`config.mk`:
```
export PLATFORM = sky130hd
export DESIGN_NAME = pc_sequencer
export DESIGN_NICKNAME = d
export VERILOG_FILES = /design/src/rtl/pcseq_pkg.sv /design/src/rtl/pcseq_ctrl.sv /design/src/rtl/pcseq_stack.sv /design/src/rtl/pc_sequencer.sv
export SDC_FILE = /design/constraint.sdc
export NUM_CORES = 1
export LEC_CHECK = 0
export ABC_CLOCK_PERIOD_IN_PS = 3200
export BUFFER_PORTS_ARGS = -buffer_cell sky130_fd_sc_hd__buf_2
export CORE_UTILIZATION = 30
export DETAILED_ROUTE_END_ITERATION = 10
export HOLD_SLACK_MARGIN = 0.15
export PLACE_DENSITY = 0.45
export SETUP_SLACK_MARGIN = 0.15
export SLEW_MARGIN = 10
export SYNTH_ARGS = -nofsm -noshare
export SYNTH_HDL_FRONTEND = slang
export SYNTH_SLANG_ARGS = --single-unit
```
`constraint.sdc`:
```
create_clock -name clk -period 3.2 [get_ports clk]
set_input_delay 0.64 -clock clk [delete_from_list [all_inputs] [get_ports clk]]
set_output_delay 0.64 -clock clk [all_outputs]
set_load 0.02 [all_outputs]
```
`src/rtl/pcseq_pkg.sv`:
```
package pcseq_pkg;
    typedef enum logic [2:0] {
        OP_HOLD,
        OP_INC,
        OP_SKIP,
        OP_WRPC,
        OP_JUMP,
        OP_CALL,
        OP_RET
    } op_e;

    typedef enum logic {
        S_RUN,
        S_FLUSH
    } seq_state_e;
endpackage

```
`src/rtl/pcseq_ctrl.sv`:
```
module pcseq_ctrl
    import pcseq_pkg::*;
(
    input  logic clk,
    input  logic rst_n,
    input  logic advance,
    input  logic skip,
    input  logic jump,
    input  logic call,
    input  logic ret,
    input  logic pc_write,
    output op_e  op,
    output logic stall
);
    seq_state_e state_q, state_d;

    // State register
    always_ff @(posedge clk or negedge rst_n) begin
        if (!rst_n) state_q <= S_RUN;
        else        state_q <= state_d;
    end

    // Outputs and next state
    always_comb begin
        op      = OP_HOLD;
        stall   = 1'b0;
        state_d = state_q;
        unique case (state_q)
            S_RUN: begin
                if      (ret)      op = OP_RET;
                else if (call)     op = OP_CALL;
                else if (jump)     op = OP_JUMP;
                else if (pc_write) op = OP_WRPC;
                else if (skip)     op = OP_SKIP;
                else if (advance)  op = OP_INC;
                if (op != OP_HOLD && op != OP_INC) state_d = S_FLUSH;
            end
            S_FLUSH: begin
                stall   = 1'b1;
                state_d = S_RUN;
            end
        endcase
    end

    p_flush_single_r3: assert property (@(posedge clk) disable iff (!rst_n)
        state_q == S_FLUSH |=> state_q == S_RUN);
    p_redirect_flush_r12: assert property (@(posedge clk) disable iff (!rst_n)
        (state_q == S_RUN && (ret || call || jump || pc_write || skip)) |=> state_q == S_FLUSH);
endmodule

```
`src/rtl/pcseq_stack.sv`:
```
module pcseq_stack #(
    parameter int W     = 11,
    parameter int DEPTH = 8
) (
    input  logic         clk,
    input  logic         rst_n,
    input  logic         push,
    input  logic         pop,
    input  logic [W-1:0] push_data,
    output logic [W-1:0] pop_data
);
    localparam int PW = $clog2(DEPTH);
    localparam logic [PW:0] FULL = (PW+1)'(DEPTH);

    logic [DEPTH-1:0][W-1:0] mem_q;
    logic [PW-1:0] sp_q;
    logic [PW:0]   cnt_q;
    logic [W-1:0]  last_q;
    logic [PW-1:0] top_idx;

    assign top_idx  = sp_q - 1'b1;
    assign pop_data = (cnt_q != '0) ? mem_q[top_idx] : last_q;

    always_ff @(posedge clk or negedge rst_n) begin
        if (!rst_n) begin
            mem_q  <= '0;
            sp_q   <= '0;
            cnt_q  <= '0;
            last_q <= '0;
        end else if (push) begin
            mem_q[sp_q] <= push_data;
            sp_q        <= sp_q + 1'b1;
            if (cnt_q != FULL) cnt_q <= cnt_q + 1'b1;
        end else if (pop && cnt_q != '0) begin
            sp_q   <= top_idx;
            cnt_q  <= cnt_q - 1'b1;
            last_q <= mem_q[top_idx];
        end
    end

    p_count_bound_r9: assert property (@(posedge clk) disable iff (!rst_n)
        cnt_q <= FULL);
    p_push_grow_r8: assert property (@(posedge clk) disable iff (!rst_n)
        (push && cnt_q != FULL) |=> cnt_q == $past(cnt_q) + 1'b1);
    p_pop_shrink_r7: assert property (@(posedge clk) disable iff (!rst_n)
        (pop && !push && cnt_q != '0) |=> cnt_q == $past(cnt_q) - 1'b1);
    p_empty_pop_r10: assert property (@(posedge clk) disable iff (!rst_n)
        (pop && !push && cnt_q == '0) |=> (cnt_q == '0 && $stable(last_q)));
endmodule

```
`src/rtl/pc_sequencer.sv`:
```
module pc_sequencer
    import pcseq_pkg::*;
#(
    parameter int ADDR_W = 11,
    parameter int LOW_W  = 8,
    parameter int DEPTH  = 8
) (
    input  logic                    clk,
    input  logic                    rst_n,
    input  logic                    advance,
    input  logic                    skip,
    input  logic                    jump,
    input  logic                    call,
    input  logic                    ret,
    input  logic                    pc_write,
    input  logic [LOW_W-1:0]        target,
    input  logic [ADDR_W-LOW_W-1:0] page,
    output logic [ADDR_W-1:0]       fetch_addr,
    output logic                    stall
);
    localparam int PAGE_W = ADDR_W - LOW_W;

    op_e               op;
    logic [ADDR_W-1:0] pc_q;
    logic [ADDR_W-1:0] pop_data;
    logic [ADDR_W-1:0] load_addr;

    pcseq_ctrl u_ctrl (
        .clk      (clk),
        .rst_n    (rst_n),
        .advance  (advance),
        .skip     (skip),
        .jump     (jump),
        .call     (call),
        .ret      (ret),
        .pc_write (pc_write),
        .op       (op),
        .stall    (stall)
    );

    pcseq_stack #(.W(ADDR_W), .DEPTH(DEPTH)) u_stack (
        .clk       (clk),
        .rst_n     (rst_n),
        .push      (op == OP_CALL),
        .pop       (op == OP_RET),
        .push_data (pc_q + 1'b1),
        .pop_data  (pop_data)
    );

    assign load_addr = {page[PAGE_W-1:0], target};

    always_ff @(posedge clk or negedge rst_n) begin
        if (!rst_n) pc_q <= '0;
        else begin
            unique case (op)
                OP_HOLD: pc_q <= pc_q;
                OP_INC:  pc_q <= pc_q + 1'b1;
                OP_SKIP: pc_q <= pc_q + 2'd2;
                OP_WRPC, OP_JUMP, OP_CALL: pc_q <= load_addr;
                OP_RET:  pc_q <= pop_data;
                default: pc_q <= pc_q;
            endcase
        end
    end

    assign fetch_addr = pc_q;

    p_hold_in_stall_r11: assert property (@(posedge clk) disable iff (!rst_n)
        stall |=> fetch_addr == $past(fetch_addr));
    p_step_one_r2: assert property (@(posedge clk) disable iff (!rst_n)
        (!stall && advance && !(skip || jump || call || ret || pc_write))
        |=> fetch_addr == ADDR_W'($past(fetch_addr) + 1'b1));
    p_load_target_r3: assert property (@(posedge clk) disable iff (!rst_n)
        (!stall && jump && !call && !ret) |=> fetch_addr == $past({page, target}));
endmodule

```
==> metrics.txt, run 1 <==
crit-path cells inv_2 -> ha_1 -> buf_4 -> mux4_2 -> nand2_1 -> a21oi_1 -> a211o_1 -> a22o_1; status complete, no violations; Reg2Reg Setup Slack 0.86 ns; CTS tree built; Starting Density 0.305; Storage cell area 0.00295 mm^2; routed len/inst 18.9 um; DR iter-0 viols 268; Critical Path AT 2.65 ns; sequential area share after synthesis 0.499; VDD IR max 0.435 mV; CTS Buffer Depth 2; Worst Setup End Kind flip-flop; vias per cell 5.00; Tot GR Track Use 0.175; Tcrit/Tclk final 0.731; # H-tree levels 4; Critical Path Slowest Stage Cell dfrtp_1; area leader, netlist dfrtp_1; count of pins over their slew limit 0; largest cells by area after synthesis dfrtp_1 (50%), mux4_2 (6.8%), nand2_1 (6.2%); 1st-pass router iterations 5; clk_skew 0.00942 ns; top-count cell post-synth dfrtp_1; Detail Placement HPWL 11,400 um; setup violators final 0; Setup Fix Bufs, Post-CTS 0; Antenna diodes 0; Post-synth ARST share 1.00; worst-path maximum fanout 11; Max stage delay on crit path 0.53 ns; syn nets 590; height of the die 143 um; Post-synth EDFFs 0; placed insts 841; Max Cap Viol 0; gpl congestion 0.868; DR DRC count 0; RR Endpoint fetch_addr[9]; CTS resizes 0; DRT Wirelength 16,500 um; Cell variety after synth 70; CP Class reg2reg; final hold vios 0; vias in the first global route 4,495; Mapped Cells 565; Main synth FF type dfrtp_1; initial antenna violation count 0; Post-DRT Antenna Nets 0; root buffer cell clkbuf_16; non-filler cells in the finished layout 873; slew margin rel. 0.372; cell area after synthesis 0.00592 mm^2; largest net degree at the start of global routing 64; Seq cells post-synth 118; Via Count 4,361; nature of the critical path startpoint flip-flop; Req. time, crit path 3.51 ns; leakage 2.98 nW; Buffers on Ports 30; worst-margin pin slew 0.935 ns; Power Density 1080 mW/mm^2; Post-CTS Hold Buffers 0; setup_tns 0 ns; CTS buffer count 17; chip width 143 um; RSZ-0062 raised after global routing false; share of the synthesized area in the top cell type 0.499; minimum clock period after layout 2.34 ns; worst r2r src u_stack.sp_q[1]; core area 0.0194 mm^2; worst hold path class in2async; R2R depth 8; Ys Warns 0; die area 0.0203 mm^2; layout cell share with drive strength beyond 1 0.217; Final nets 620; clk sinks 118; grt total ovfl 0; I/O pins 31; num rows 51; area grow syn2layout 16.8%; fmax 0.427 GHz; Clock Latency Late Sink 0.42 ns; multi-input logic area 0.00273 mm^2; CTS clk-pin slew, worst paths 0.06 ns; FILL cells 1,992; mean post-synth cell area 10.5 um^2; most frequent cells after synthesis dfrtp_1 (118), nand2_1 (98), o21ai_1 (46); first-pass GRT wire length 25,900 um
-- per-layer routing --
metal | track usage | up-vias | share of wire
li1 | - | 2092 | -
met1 | 0.220 | 2143 | 0.45
met2 | 0.290 | 98 | 0.48
met3 | 0.0313 | 28 | 0.033
met4 | 0.0883 | 0 | 0.030
met5 | 0 | - | 0
-- power by group --
group          switching [W]  internal, W
clock               0.000672      0.00116
combinational        0.00169      0.00129
sequential          0.000535      0.00216
total                0.00289      0.00460
-- sequential cells by signal, summed over array words and instances, names as in the netlist --
name            count
u_ctrl.state_q      1
u_stack.cnt_q       4
u_stack.last_q     11
fetch_addr         11
u_stack.mem_q      88
u_stack.sp_q        3
-- metrics by stage --
step                total power, W  hold slack [ns]  setup WS (ns)  area (um^2)  utilization
CTS                        0.00756            0.353          0.851         6920        0.357
floorplan                  0.00476            0.344          0.937         5920            -
detailed placement         0.00570            0.465          0.719         6360        0.328
global placement           0.00565            0.457          0.733         6360        0.328
finish                     0.00749            0.317          0.860         6920        0.357
global route               0.00801            0.381          0.633         6920        0.357
-- worst max-delay path by stage --
stage,from,to,slack (ns),depth (start not counted)
after floorplan,u_stack.sp_q[0],fetch_addr[6],0.94,10
after global placement,call,fetch_addr[9],0.73,6
final,u_stack.sp_q[1],fetch_addr[9],0.86,8
after global routing,u_stack.sp_q[1],fetch_addr[3],0.63,8
after CTS,u_stack.sp_q[1],fetch_addr[3],0.85,8
after detailed placement,ret,u_stack.mem_q[78],0.72,6
-- worst max-delay path: cells and delay by family, from the launching register on --
| kind | cells | cell delay (ns) |
|---|---|---|
| AO/OA/AOI/OAI | 3 | 0.62 |
| AND/OR/NAND/NOR | 1 | 0.08 |
| adder cells (fa/ha/maj) | 1 | 0.33 |
| multiplexers | 1 | 0.34 |
| flip-flops | 1 | 0.53 |
| buffers and inverters | 2 | 0.33 |
-- cells in the final DEF (no fill, tap or decap), types with 4 or more instances in the layout --
master,count
a21oi_1,36
buf_4,20
nand2_1,98
mux2_2,7
o21ai_0,20
a221o_1,4
mux2_1,4
xnor2_1,14
nor2b_1,4
clkbuf_1,4
ha_1,6
nor3_1,7
dfrtp_1,118
nand4_1,6
clkinv_2,6
a21o_1,10
nand3_1,17
mux4_2,18
a31oi_1,5
o21ai_1,46
clkbuf_16,17
mux2i_1,4
xor2_1,10
buf_2,29
inv_1,5
nor2_1,26
-- kinds of logic after synthesis --
kind of cell    count (synthesis)  share of synthesized area
mux                            33                     0.0961
compound gates                156                      0.169
xor+xnor                       24                     0.0355
fa+ha+maj                       7                     0.0146
buf+inv                        46                     0.0401
simple gates                  181                      0.146
flops                         118                      0.499
-- cell type report --
class,instances,area share
multi-input cells,401,0.395
flip-flops and latches,118,0.427
inverters,7,0.00380
repair buffers,50,0.0456
well taps,265,0.0479
clock inverters,10,0.0152
clock buffers,22,0.0657
Power figures use the tool's default switching activity.
==> inputs of run 2 (changes only) <==
--- a/config.mk
+++ b/config.mk
@@ -5,7 +5,7 @@
 export SDC_FILE = /design/constraint.sdc
 export NUM_CORES = 1
 export LEC_CHECK = 0
-export ABC_CLOCK_PERIOD_IN_PS = 3200
+export ABC_CLOCK_PERIOD_IN_PS = 2400
 export BUFFER_PORTS_ARGS = -buffer_cell sky130_fd_sc_hd__buf_2
 export CORE_UTILIZATION = 30
 export DETAILED_ROUTE_END_ITERATION = 10
==> constraint.sdc (replaced) <==
create_clock -name clk -period 2.4 [get_ports clk]
set_input_delay 0.48 -clock clk [delete_from_list [all_inputs] [get_ports clk]]
set_output_delay 0.48 -clock clk [all_outputs]
set_load 0.02 [all_outputs]
==> metrics.txt, run 2 (synthesized netlist as in run 1, its figures left out) <==
status complete, no violations; clk_skew 0.0170 ns; DRT Wirelength 16,600 um; DR DRC count 0; most common library cell in the layout ignoring fill and taps dfrtp_1; slew margin rel. 0.513; chip width 143 um; WHS Path Cells 4; layout cell share with drive strength beyond 1 0.246; core area 0.0194 mm^2; vias per cell 4.98; CTS Buffer Depth 2; Detail Placement HPWL 11,500 um; Starting Density 0.305; Buffers on Ports 30; Reg with most FFs u_stack.mem_q; RSZ-0062 raised after global routing false; DR iter-0 viols 290; Power Density 1480 mW/mm^2; Largest register FFs 88; Post-DRT Antenna Nets 0; fmax 0.465 GHz; Tot GR Track Use 0.180; first-pass GRT wire length 26,900 um; setup violators final 0; num rows 51; # H-tree levels 4; CTS buffer count 17; Req. time, crit path 2.71 ns; minimum clock period after layout 2.15 ns; FILL cells 1,979; Antenna diodes 0; final hold vios 0; CTS clk-pin slew, worst paths 0.06 ns; vias in the first global route 4,659; I/O pins 31; worst hold path class in2reg; VDD IR max 0.616 mV; setup_tns 0 ns; grt total ovfl 0; Via Count 4,442; Final nets 639; Clock Latency Late Sink 0.43 ns; nature of the critical path startpoint flip-flop; most frequent cells in the layout dfrtp_1 (118), nand2_1 (98), o21ai_1 (46), a21oi_1 (36), buf_4 (36); root buffer cell clkbuf_16; Core Util, Final 0.371; gpl congestion 0.931; Tcrit/Tclk final 0.897; initial antenna violation count 0; Max Cap Viol 0; Post-Place Setup Slack 0.205 ns; R2R depth 8; height of the die 143 um; hold slack 0.417 ns; Critical Path AT 2.46 ns; clk sinks 118; count of pins over their slew limit 0; Worst Setup End Kind flip-flop; worst-margin pin slew 0.726 ns; Tot Pwr 0.0107 W; CP Class reg2reg; routed len/inst 18.7 um; CTS tree built; 1st-pass router iterations 4; worst-path maximum fanout 21; area grow syn2layout 21.5%; Final Worst Setup Slack 0.247 ns; leakage 3.13 nW; die area 0.0203 mm^2; largest net degree at the start of global routing 48
==> run 2: changes by cell type in the layout (fill, tap and decap cells not counted), sizes merged <==
| cell | change |
|---|---|
| buf | +18 |
| clkbuf | -4 |
| bufinv | +3 |
| inv | +2 |
| clkinvlp | -1 |
| dlygate4sd3 | +1 |
==> run 2: final cells by class <==
type / instances / area, um^2 / share of cell area
Clock buffer: 18 / 439 / 0.0610
Clock inverter: 14 / 224 / 0.0311
Inverter: 7 / 26.3 / 0.00365
Multi-Input combinational cell: 401 / 2740 / 0.380
Sequential cell: 118 / 2950 / 0.410
Tap cell: 265 / 332 / 0.0461
Timing Repair Buffer: 69 / 485 / 0.0675
==> run 2: metrics by stage <==
| step | std cells | area (um^2) |
|---|---|---|
| global placement | 859 | 6520 |
| finish | 892 | 7190 |
| CTS | 892 | 7190 |
| detailed placement | 859 | 6520 |
| floorplan | 565 | 5930 |
| global route | 892 | 7190 |
==> run 2: power breakdown <==
part | internal, W | switching (W)
combinational | 0.00194 | 0.00231
clock | 0.00188 | 0.000986
sequential | 0.00288 | 0.000684
total | 0.00670 | 0.00398
==> run 2: path summary, 6_finish.rpt <==
path	startpoint	end	slack, ns
max	u_stack.sp_q[0]	fetch_addr[3]	0.25
min	target[6]	fetch_addr[6]	0.42
max reg2reg	u_stack.sp_q[0]	fetch_addr[3]	0.25
min reg2reg	u_stack.last_q[2]	u_stack.last_q[2]	0.48
max in group asynchronous	rst_n	u_stack.mem_q[12]	1.13
min in group asynchronous	rst_n	fetch_addr[8]	0.59
==> run 2: repair_timing <==
item	CTS	global route
setup endpoints to repair	0	1
resized for setup	0	2
endpoints found under the hold margin	37	0
setup buffers	0	0
hold buffers	1	0
==> run 2: worst max-delay path, stage by stage, from the launching register on <==
cell       delay (ns)
dfrtp_1          0.39
inv_1            0.08
ha_1             0.40
buf_12           0.21
nor2b_1          0.07
a2111oi_0        0.38
nor4_1           0.13
nand4b_1         0.19
a21bo_1          0.19
==> run 2: metal layers <==
| layer | up-vias | share of wire | global-route usage |
|---|---|---|---|
| li1 | 2137 | - | - |
| met1 | 2179 | 0.45 | 0.227 |
| met2 | 105 | 0.48 | 0.298 |
| met3 | 21 | 0.046 | 0.0478 |
| met4 | 0 | 0.018 | 0.0594 |
| met5 | - | 0 | 0 |
==> inputs of run 3 (changes only) <==
--- a/config.mk
+++ b/config.mk
@@ -7,10 +7,10 @@
 export LEC_CHECK = 0
 export ABC_CLOCK_PERIOD_IN_PS = 2400
 export BUFFER_PORTS_ARGS = -buffer_cell sky130_fd_sc_hd__buf_2
-export CORE_UTILIZATION = 30
+export CORE_UTILIZATION = 35
 export DETAILED_ROUTE_END_ITERATION = 10
 export HOLD_SLACK_MARGIN = 0.15
-export PLACE_DENSITY = 0.45
+export PLACE_DENSITY = 0.51
 export SETUP_SLACK_MARGIN = 0.15
 export SLEW_MARGIN = 10
 export SYNTH_ARGS = -nofsm -noshare
==> constraint.sdc (replaced) <==
create_clock -name clk -period 2.4 [get_ports clk]
set_input_delay 0.12 -clock clk [delete_from_list [all_inputs] [get_ports clk]]
set_output_delay 0.12 -clock clk [all_outputs]
set_load 0.02 [all_outputs]
==> metrics.txt, run 3 (synthesized netlist as in run 1, its figures left out) <==
area grow syn2layout 21.0%; num rows 47; slew margin rel. 0.506; Via Count 4,524; routed len/inst 18.0 um; Power Density 1440 mW/mm^2; DRT Wirelength 15,400 um; Worst Setup End Kind flip-flop; # H-tree levels 4; worst r2r src u_stack.sp_q[0]; setup violators final 0; most common library cell in the layout ignoring fill and taps dfrtp_1; final hold vios 0; chip width 132 um; Setup Fix Bufs, Post-CTS 0; DR iter-0 viols 301; height of the die 132 um; Critical Path Slowest Stage Cell ha_2; Antenna diodes 0; CTS buffer count 17; Reg with most FFs u_stack.mem_q; CTS tree built; Buffers on Ports 30; grt total ovfl 0; Detail Placement HPWL 10,800 um; Final nets 648; FILL cells 1,563; minimum clock period after layout 2.13 ns; leakage 3.13 nW; die area 0.0174 mm^2; Tot GR Track Use 0.191; nature of the critical path startpoint flip-flop; Clock Latency Late Sink 0.41 ns; Critical Path AT 2.42 ns; gpl congestion 0.899; crit-path cells inv_1 -> ha_2 -> mux2_2 -> o311ai_1 -> nor4_1 -> nand4b_1 -> a21bo_1; Max stage delay on crit path 0.41 ns; Reg2Reg Setup Slack 0.27 ns; clk sinks 118; Max Cap Viol 0; status complete, no violations; count of pins over their slew limit 0; I/O pins 31; CP startpoint u_stack.sp_q[0]; multi-input logic area 0.00274 mm^2; Largest register FFs 88; vias per cell 5.29; Post-Place Setup Slack 0.227 ns; Storage cell area 0.00295 mm^2; worst-margin pin slew 0.736 ns; worst-path maximum fanout 8; CP Class reg2reg; CTS Buffer Depth 2; R2R depth 7; worst setup path endpoint fetch_addr[3]; worst hold path class in2reg; setup_tns 0 ns; DR DRC count 0; VDD IR max 0.587 mV; initial antenna violation count 0; first-pass GRT wire length 25,400 um; fmax 0.470 GHz; Post-DRT Antenna Nets 0; CTS clk-pin slew, worst paths 0.05 ns; 1st-pass router iterations 5; most frequent cells in the layout dfrtp_1 (118), nand2_1 (98), o21ai_1 (46), a21oi_1 (36), buf_4 (33); Starting Density 0.358; Final Worst Setup Slack 0.271 ns; root buffer cell clkbuf_16; vias in the first global route 4,654; core area 0.0165 mm^2; largest net degree at the start of global routing 48; clk_skew 0.00712 ns; RR Endpoint fetch_addr[3]; Req. time, crit path 2.70 ns; RSZ-0062 raised after global routing false; Tcrit/Tclk final 0.887; layout cell share with drive strength beyond 1 0.236
[run 3: cell types whose count changed in the layout (fill, tap and decap cells not counted), moves of 2 or more]
cell / change
clkinv_4: -5
inv_6: -2
a2111oi_0: +2
buf_6: +2
dlygate4sd3_1: +11
a2111oi_1: -2
clkbuf_1: +2
buf_4: -3
bufinv_16: -2
clkbuf_8: +2
clkinv_2: +3
[run 3: area by class of cell]
class,count,share of cell area
flip-flops and latches,118,0.412
multi-input cells,401,0.382
repair buffers,78,0.0803
clock buffers,22,0.0662
well taps,220,0.0384
clock inverters,9,0.0175
inverters,7,0.00367
[run 3: how the worst min path moves through the flow]
stage / start / cells past startpoint / slack, ns / endpoint
after floorplan: rst_n / 0 / -0.18 / fetch_addr[0]
after global placement: rst_n / 1 / 0.19 / fetch_addr[4]
after detailed placement: rst_n / 1 / 0.19 / fetch_addr[4]
after CTS: skip / 3 / 0.16 / u_ctrl.state_q
after global routing: skip / 3 / 0.19 / u_ctrl.state_q
final: skip / 3 / 0.18 / u_ctrl.state_q
[run 3: routing by layer]
metal / global-route usage / wire length (um) / share of wire
met2: 0.302 / 7360 / 0.48
met4: 0.0736 / 192 / 0.012
met3: 0.0404 / 736 / 0.048
met1: 0.258 / 7140 / 0.46
met5: 0 / 0 / 0
[run 3: power breakdown]
group	internal (W)	total, W	switching (W)	leakage (nW)
Sequential	0.00288	0.00356	0.000676	1.49
Clock	0.00170	0.00256	0.000860	0.292
Combinational	0.00190	0.00418	0.00228	1.35
Total	0.00648	0.0103	0.00381	3.13
[run 3: metrics by stage]
step                area, um^2  instances   util  total power, W  hold WS [ns]
detailed placement        6430        812  0.389         0.00769         0.190
floorplan                 5930        565      -         0.00636        -0.176
global route              7160        855  0.434          0.0110         0.190
CTS                       7150        855  0.433          0.0103         0.160
global placement          6430        812  0.389         0.00760         0.190
finish                    7160        855  0.434          0.0103         0.184
[run 3: timing repair]
| item | 4_1_cts | 5_1_grt |
|---|---|---|
| resized for setup | 0 | 4 |
| endpoints found under the setup margin | 0 | 5 |
| endpoints found under the hold margin | 55 | 0 |
| hold buffers | 12 | 0 |
[run 3: worst max-delay path, delay by kind of cell, from the launching register on]
family                   cells  cell delay, ns
AO/OA/AOI/OAI                2            0.47
adder cells (fa/ha/maj)      1            0.41
flip-flops                   1            0.38
multiplexers                 1            0.36
AND/OR/NAND/NOR              2            0.32
buffers and inverters        1            0.07
